[config.mk]
export PLATFORM = sky130hd
export DESIGN_NAME = uart_rx_buffer
export DESIGN_NICKNAME = d
export VERILOG_FILES = /design/src/rtl/urx_pkg.sv /design/src/rtl/urx_sampler.sv /design/src/rtl/urx_fifo.sv /design/src/rtl/uart_rx_buffer.sv
export SDC_FILE = /design/constraint.sdc
export NUM_CORES = 1
export LEC_CHECK = 0
export CORE_UTILIZATION = 45
export CTS_CLUSTER_SIZE = 12
export DETAILED_ROUTE_END_ITERATION = 8
export PLACE_DENSITY = 0.75
export SYNTH_ARGS = -nofsm -noshare
export SYNTH_HDL_FRONTEND = slang
export SYNTH_SLANG_ARGS = --single-unit
[constraint.sdc]
create_clock -name clk -period 2.8 [get_ports clk]
set_input_delay 0.42 -clock clk [delete_from_list [all_inputs] [get_ports clk]]
set_output_delay 0.42 -clock clk [all_outputs]
set_load 0.05 [all_outputs]
[src/rtl/urx_pkg.sv]
package urx_pkg;

    typedef enum logic [2:0] {
        RX_IDLE,
        RX_START,
        RX_DATA,
        RX_PARITY,
        RX_STOP,
        RX_HOLD
    } rx_state_e;

    typedef struct packed {
        logic [7:0] data;
        logic       tag;
        logic       perr;
        logic       ferr;
    } rx_char_t;

    localparam logic [1:0] PM_PARITY = 2'b00;
    localparam logic [1:0] PM_FORCE  = 2'b01;
    localparam logic [1:0] PM_NONE   = 2'b10;
    localparam logic [1:0] PM_MULTI  = 2'b11;

endpackage

[src/rtl/urx_sampler.sv]
module urx_sampler
    import urx_pkg::*;
#(
    parameter int OVS = 16
) (
    input  logic       clk,
    input  logic       rst_n,
    input  logic       tick,
    input  logic       rxd,
    input  logic [1:0] cfg_len,
    input  logic [1:0] cfg_par_mode,
    input  logic       cfg_par_odd,
    output logic       out_valid,
    output rx_char_t   out_char
);
    localparam int          CW   = $clog2(OVS);
    localparam logic [CW-1:0] MID  = CW'(OVS / 2 - 1);
    localparam logic [CW-1:0] LAST = CW'(OVS - 1);

    rx_state_e     state, state_nx;
    logic [1:0]    sync;
    logic          rxs;
    logic [CW-1:0] cnt;
    logic [2:0]    bit_idx;
    logic [2:0]    last_bit;
    logic [7:0]    shreg;
    logic          par_acc, par_bit, perr_c;
    logic          sample_pt, has_par;

    assign rxs       = sync[1];
    assign last_bit  = 3'd4 + {1'b0, cfg_len};
    assign has_par   = (cfg_par_mode != PM_NONE);
    assign sample_pt = tick && (cnt == ((state == RX_START) ? MID : LAST));

    always_ff @(posedge clk or negedge rst_n) begin
        if (!rst_n) sync <= 2'b11;
        else        sync <= {sync[0], rxd};
    end

    always_ff @(posedge clk or negedge rst_n) begin
        if (!rst_n) state <= RX_IDLE;
        else        state <= state_nx;
    end

    always_comb begin
        state_nx = state;
        unique case (state)
            RX_IDLE:   if (tick && !rxs) state_nx = RX_START;
            RX_START:  if (sample_pt) state_nx = rxs ? RX_IDLE : RX_DATA;
            RX_DATA:   if (sample_pt && bit_idx == last_bit)
                           state_nx = has_par ? RX_PARITY : RX_STOP;
            RX_PARITY: if (sample_pt) state_nx = RX_STOP;
            RX_STOP:   if (sample_pt) state_nx = rxs ? RX_IDLE : RX_HOLD;
            RX_HOLD:   if (tick && rxs) state_nx = RX_IDLE;
            default:   state_nx = RX_IDLE;
        endcase
    end

    always_comb begin
        case (cfg_par_mode)
            PM_PARITY: perr_c = par_acc ^ par_bit ^ cfg_par_odd;
            PM_FORCE:  perr_c = par_bit ^ cfg_par_odd;
            default:   perr_c = 1'b0;
        endcase
    end

    always_ff @(posedge clk or negedge rst_n) begin
        if (!rst_n) begin
            cnt       <= '0;
            bit_idx   <= '0;
            shreg     <= '0;
            par_acc   <= 1'b0;
            par_bit   <= 1'b0;
            out_valid <= 1'b0;
            out_char  <= '0;
        end else begin
            out_valid <= 1'b0;
            if (tick) begin
                unique case (state)
                    RX_IDLE: begin
                        cnt     <= CW'(1);
                        bit_idx <= '0;
                        shreg   <= '0;
                        par_acc <= 1'b0;
                        par_bit <= 1'b0;
                    end
                    RX_HOLD: cnt <= '0;
                    default: cnt <= sample_pt ? '0 : cnt + 1'b1;
                endcase
                if (sample_pt) begin
                    case (state)
                        RX_DATA: begin
                            shreg   <= {rxs, shreg[7:1]};
                            par_acc <= par_acc ^ rxs;
                            bit_idx <= bit_idx + 3'd1;
                        end
                        RX_PARITY: par_bit <= rxs;
                        RX_STOP: begin
                            out_valid     <= 1'b1;
                            out_char.data <= shreg >> (3'd7 - last_bit);
                            out_char.tag  <= (cfg_par_mode == PM_MULTI) ? par_bit : 1'b0;
                            out_char.perr <= perr_c;
                            out_char.ferr <= ~rxs;
                        end
                        default: ;
                    endcase
                end
            end
        end
    end

    // a character takes many ticks, so completions never come back to back
    assert_valid_gap_R1: assert property (@(posedge clk) disable iff (!rst_n)
        out_valid |=> !out_valid);

    // after a low stop sample the machine must wait in HOLD
    assert_hold_after_break_R3: assert property (@(posedge clk) disable iff (!rst_n)
        (out_valid && out_char.ferr && !rxs) |-> (state == RX_HOLD));

endmodule

[src/rtl/urx_fifo.sv]
module urx_fifo
    import urx_pkg::*;
#(
    parameter int DEPTH = 16,
    localparam int AW = $clog2(DEPTH),
    localparam int CW = AW + 1
) (
    input  logic          clk,
    input  logic          rst_n,
    input  logic          push,
    input  rx_char_t      din,
    input  logic          pop,
    output rx_char_t      head,
    output logic [CW-1:0] count,
    output logic          full,
    output logic          empty
);
    rx_char_t      mem [DEPTH];
    logic [AW-1:0] wp, rp;

    function automatic logic [AW-1:0] step(input logic [AW-1:0] p);
        return (p == AW'(DEPTH - 1)) ? '0 : p + 1'b1;
    endfunction

    assign full  = (count == CW'(DEPTH));
    assign empty = (count == '0);
    assign head  = mem[rp];

    always_ff @(posedge clk) begin
        if (push) mem[wp] <= din;
    end

    always_ff @(posedge clk or negedge rst_n) begin
        if (!rst_n) begin
            wp    <= '0;
            rp    <= '0;
            count <= '0;
        end else begin
            if (push) wp <= step(wp);
            if (pop)  rp <= step(rp);
            case ({push, pop})
                2'b10:   count <= count + 1'b1;
                2'b01:   count <= count - 1'b1;
                default: ;
            endcase
        end
    end

    assert_no_overflow_R5: assert property (@(posedge clk) disable iff (!rst_n)
        push |-> !full);

    assert_pop_nonempty_R4: assert property (@(posedge clk) disable iff (!rst_n)
        pop |-> !empty);

    assert_count_grows_R11: assert property (@(posedge clk) disable iff (!rst_n)
        (push && !pop) |=> (count == $past(count) + 1'b1));

endmodule

[src/rtl/uart_rx_buffer.sv]
module uart_rx_buffer
    import urx_pkg::*;
#(
    parameter int DEPTH = 16,
    parameter int OVS   = 16
) (
    input  logic       clk,
    input  logic       rst_n,
    input  logic       baud_tick,
    input  logic       rxd,
    input  logic [1:0] cfg_len,
    input  logic [1:0] cfg_par_mode,
    input  logic       cfg_par_odd,
    input  logic       cfg_err_block,
    input  logic       cfg_irq_full,
    input  logic       cfg_auto_rts,
    input  logic       cmd_rts_set,
    input  logic       cmd_rts_clr,
    input  logic       cmd_err_reset,
    input  logic       cmd_unaddress,
    input  logic       rd_en,
    output logic [7:0] rd_data,
    output logic       rd_tag,
    output logic       st_ready,
    output logic       st_full,
    output logic       st_overrun,
    output logic       st_parity_err,
    output logic       st_frame_err,
    output logic       irq,
    output logic       rts_out
);
    localparam int CW = $clog2(DEPTH) + 1;

    rx_char_t      ch, head;
    logic          ch_valid, md, accept, push, pop;
    logic          full, empty;
    logic [CW-1:0] fifo_count;
    logic          overrun, blk_pe, blk_fe, addressed, rts_req;

    urx_sampler #(.OVS(OVS)) u_sampler (
        .clk          (clk),
        .rst_n        (rst_n),
        .tick         (baud_tick),
        .rxd          (rxd),
        .cfg_len      (cfg_len),
        .cfg_par_mode (cfg_par_mode),
        .cfg_par_odd  (cfg_par_odd),
        .out_valid    (ch_valid),
        .out_char     (ch)
    );

    urx_fifo #(.DEPTH(DEPTH)) u_fifo (
        .clk   (clk),
        .rst_n (rst_n),
        .push  (push),
        .din   (ch),
        .pop   (pop),
        .head  (head),
        .count (fifo_count),
        .full  (full),
        .empty (empty)
    );

    assign md     = (cfg_par_mode == PM_MULTI);
    assign accept = ch_valid && (!md || addressed || ch.tag);
    assign push   = accept && !full;
    assign pop    = rd_en && !empty;

    always_ff @(posedge clk or negedge rst_n) begin
        if (!rst_n) begin
            overrun   <= 1'b0;
            blk_pe    <= 1'b0;
            blk_fe    <= 1'b0;
            addressed <= 1'b0;
            rts_req   <= 1'b0;
        end else begin
            overrun <= (overrun && !cmd_err_reset) || (accept && full);
            blk_pe  <= (blk_pe  && !cmd_err_reset) || (push && ch.perr);
            blk_fe  <= (blk_fe  && !cmd_err_reset) || (push && ch.ferr);
            if (cmd_unaddress)                addressed <= 1'b0;
            else if (ch_valid && md && ch.tag) addressed <= 1'b1;
            if (cmd_rts_set)      rts_req <= 1'b1;
            else if (cmd_rts_clr) rts_req <= 1'b0;
        end
    end

    always_comb begin
        st_ready      = !empty;
        st_full       = full;
        st_overrun    = overrun;
        rd_data       = empty ? 8'h00 : head.data;
        rd_tag        = !empty && head.tag;
        st_parity_err = cfg_err_block ? blk_pe : (!empty && head.perr);
        st_frame_err  = cfg_err_block ? blk_fe : (!empty && head.ferr);
        irq           = cfg_irq_full ? full : !empty;
        rts_out       = rts_req && !(cfg_auto_rts && full);
    end

    assert_overrun_sticky_R6: assert property (@(posedge clk) disable iff (!rst_n)
        (st_overrun && !cmd_err_reset) |=> st_overrun);

    assert_md_discard_R10: assert property (@(posedge clk) disable iff (!rst_n)
        (ch_valid && md && !addressed && !ch.tag && !rd_en && !cmd_err_reset)
            |=> ($stable(fifo_count) && $stable(st_overrun)));

    assert_ready_after_push_R4: assert property (@(posedge clk) disable iff (!rst_n)
        push |=> st_ready);

endmodule

==> results.md <==
* CTS Sinks at between 200 and 250
* Worst skew pair latency at roughly 0.51 ns
* CP peak stage delay at between 0.5 and 0.6 ns
* CTS Root Cell: clkbuf_16
* MaxCap Viol Count at 0
* Critical path's slowest cell: mux4_2
* Fin Clk Skew at 0.01167 ns
* Max-slew headroom at 0.4894
* Crit path kind: register to output pin
* Post-Layout Cell Count at 929
* Warnings, synthesis at 0
* P_int at between 6 and 7 mW
* Nets at around 670
* Initial antenna violation count at 0
* Hold Crit Class: input port to asynchronous set/reset pin
* CP max FO at 10
* Mapped Cells at between 500 and 600
* Required @ worst endpoint at approximately 2.4 ns
* CTS clk-pin slew, worst paths at ~0.060 ns
* Final worst-path setup slack at -0.1015 ns
* Distinct cell type count after synthesis at between 50 and 60
* Antenna viol nets, final at 0
* Worst vdd ir at between 0.5 and 0.6 mV
* Number of DRC markers in iteration 0 at between 400 and 500
* Fraction of layout cells with a size suffix above 1 at 0.2595
* Vias per inst at a little under 6
* Vias in the first global route at 5485
* Final HPWL DP at 12410 um
* Placeable Area at a little over 0.02 mm^2
* Min cycle time layout at approximately 2.9 ns
* Drt wl/cell at ~21 um
* Grt total ovfl at 0
* Gr usage total at 0.1835
* Net Sw Frac at 0.2989
* Sequential share of power at 0.422
* Fin. max-slew vios at 0
* Fin crit share at 1.036
* Post-Synthesis Net Count at between 500 and 600
* Outcome: finished, violations left
* Global-route wire length before repair at about 30000 um
* Syn Area/Cell at between 15 and 20 um^2
* Psw at roughly 2.8 mW
* CP most frequent cell: mux4_2
* Number of synthesized flops with an enable pin at about 180
* Critical Path Source Type: register
* Critical Path Sink Type: output pin
* Pwr Density at a little over 800 mW/mm^2
* Clock power frac at 0.306
* CTS tree: built
* Logic pwr share at 0.272
* Placer congestion estimate at 0.8347
* DRC violations left at 0
* Static leakage at between 3 and 4 nW
* Mapped Area at between 0.009 and 0.01 mm^2
* Post-Route WL at ~20000 um
* First-pass iteration count of the detailed router at 5
* Die Footprint at about 0.022 mm^2
* Final setup viols at 4
* Num CTS Buffers at 23
* Utilization after layout at 0.5498
* CTS max path bufs at 3
* Design Area, Final at between 0.01 and 0.015 mm^2
* Total power at 9.319 mW
* Area delta synth->final at 18.33%
* Die Span Y at ~150 um
* Worst-case reg-to-reg path depth at 12
* Standard-cell rows at 52
* Hold WS at -0.01223 ns
* Largest net degree at the start of global routing at 35
* Initial core utilization at 0.4646
* Register bit total from synthesis at around 230
* I/O Buffers at 32
* Cell breakdown of the critical path: buf_12 > mux4_2 > mux4_2 > a22o_1 > buf_6
* Pre-CTS setup slack at ~0.09 ns
* Sequential area share after synthesis at 0.6920
* Failing checks: negative hold slack, negative setup slack
* Setup TNS Final at -0.2353 ns
* Asr flop ratio synth at 0.2281
* Die X at 147.5 um
* Main synth FF type: edfxtp_1
* Antenna cell count at 0
* Io pins at 33
* Hold buffer count at cts at 0
* Fmax at 0.3447 GHz
* H-Tree Depth at 1
* Hold Fails Final Rpt at 6
* Crit path DAT at around 2.5 ns
* Area post-placement at 0.01031 mm^2
* Cell count after placement at 875
* Via count at around 5400
* Worst-Margin Slew at 0.7660 ns
* RSZ-0062 raised after global routing: yes
==> worst max-delay path: cells and delay by family (launching register included) <==
kind                   cells  cell delay, ns
multiplexers               2            1.02
AO/OA/AOI/OAI              1            0.25
buffers and inverters      2            0.32
flip-flops                 1            0.39
==> layout by cell type (no fill, tap or decap), types with 15 or more instances in the layout <==
cell             count
edfxtp_1           176
o21ai_0             31
mux2i_1             19
nand2_1             31
buf_4               47
clkdlybuf4s50_1     16
inv_1               17
clkbuf_16           24
dfrtp_1             48
mux4_2              46
clkbuf_1            15
==> synthesized netlist by cell type (13+ instances only) <==
| master | n | area share |
|---|---|---|
| a21oi_1 | 13 | 0.0068 |
| nand2_1 | 33 | 0.013 |
| o21ai_0 | 31 | 0.016 |
| dfrtp_1 | 50 | 0.13 |
| buf_2 | 13 | 0.0068 |
| inv_1 | 18 | 0.0071 |
| edfxtp_1 | 176 | 0.56 |
| mux4_2 | 46 | 0.11 |
| clkbuf_1 | 15 | 0.0059 |
| mux2i_1 | 25 | 0.026 |
| nor2_1 | 13 | 0.0051 |
==> worst paths after layout <==
path / from / to / slack [ns]
min in group clk: rxd / u_sampler.sync[0] / 0.33
max in group asynchronous: rst_n / u_sampler.bit_idx[0] / 2.05
min reg2reg: u_sampler.sync[0] / u_sampler.sync[1] / 0.35
max: u_fifo.rp[0] / st_frame_err / -0.10
min: rst_n / u_sampler.cnt[2] / -0.01
max reg2reg: u_fifo.count[1] / u_fifo.count[2] / 0.16
==> kinds of logic after synthesis <==
family,share of synthesized area
adders and majority gates,0.01314
AOI/OAI and AO/OA,0.06097
and+or+nand+nor,0.05335
xor gates and xnor gates,0.01380
buffers and inverters,0.02221
muxes,0.1445
DFF,0.6920
==> area by class of cell <==
| type | instances | area, um^2 |
|---|---|---|
| sequential | 228 | 6594 |
| tap | 270 | 337.8 |
| inverter | 18 | 67.56 |
| timing repair buffer | 79 | 774.5 |
| clock inverter | 3 | 42.54 |
| clock buffer | 39 | 645.6 |
| fill | 1567 | 9228 |
| multi-input combinational | 292 | 2805 |
==> sequential cells by signal, indices dropped and copies added (netlist names), 2 cells and up <==
| signal | count |
|---|---|
| u_fifo.rp | 4 |
| u_fifo.count | 5 |
| u_sampler.cnt | 4 |
| u_sampler.shreg | 8 |
| u_sampler.sync | 2 |
| u_fifo.mem | 176 |
| u_sampler.state | 3 |
| u_sampler.bit_idx | 3 |
| u_sampler.out_char | 11 |
| u_fifo.wp | 4 |
==> what timing repair did <==
| action | 4_1_cts | 5_1_grt |
|---|---|---|
| pin swaps | 0 | 0 |
| gates resized for setup | 12 | 21 |
| setup endpoints to repair | 12 | 13 |
| setup buffers | 1 | 10 |
| cloned | 0 | 1 |
==> per-layer routing <==
metal,track usage,up-vias,wire length (um)
li1,-,2383,-
met1,0.2485,2812,8262
met2,0.3142,177,10170
met3,0.02840,29,1163
met4,0.04124,0,349
met5,0,-,0
==> power by group through the flow <==
stage | logic (mW) | registers [mW] | clock network [mW]
after detailed placement | 2.16 | 3.98 | 0
after floorplan | 1.65 | 3.86 | 0
after CTS | 2.23 | 3.92 | 2.88
final | 2.53 | 3.94 | 2.85
after global placement | 2.09 | 3.96 | 0
after global routing | 2.70 | 3.96 | 3.02
(Power assumes the default switching activity.)
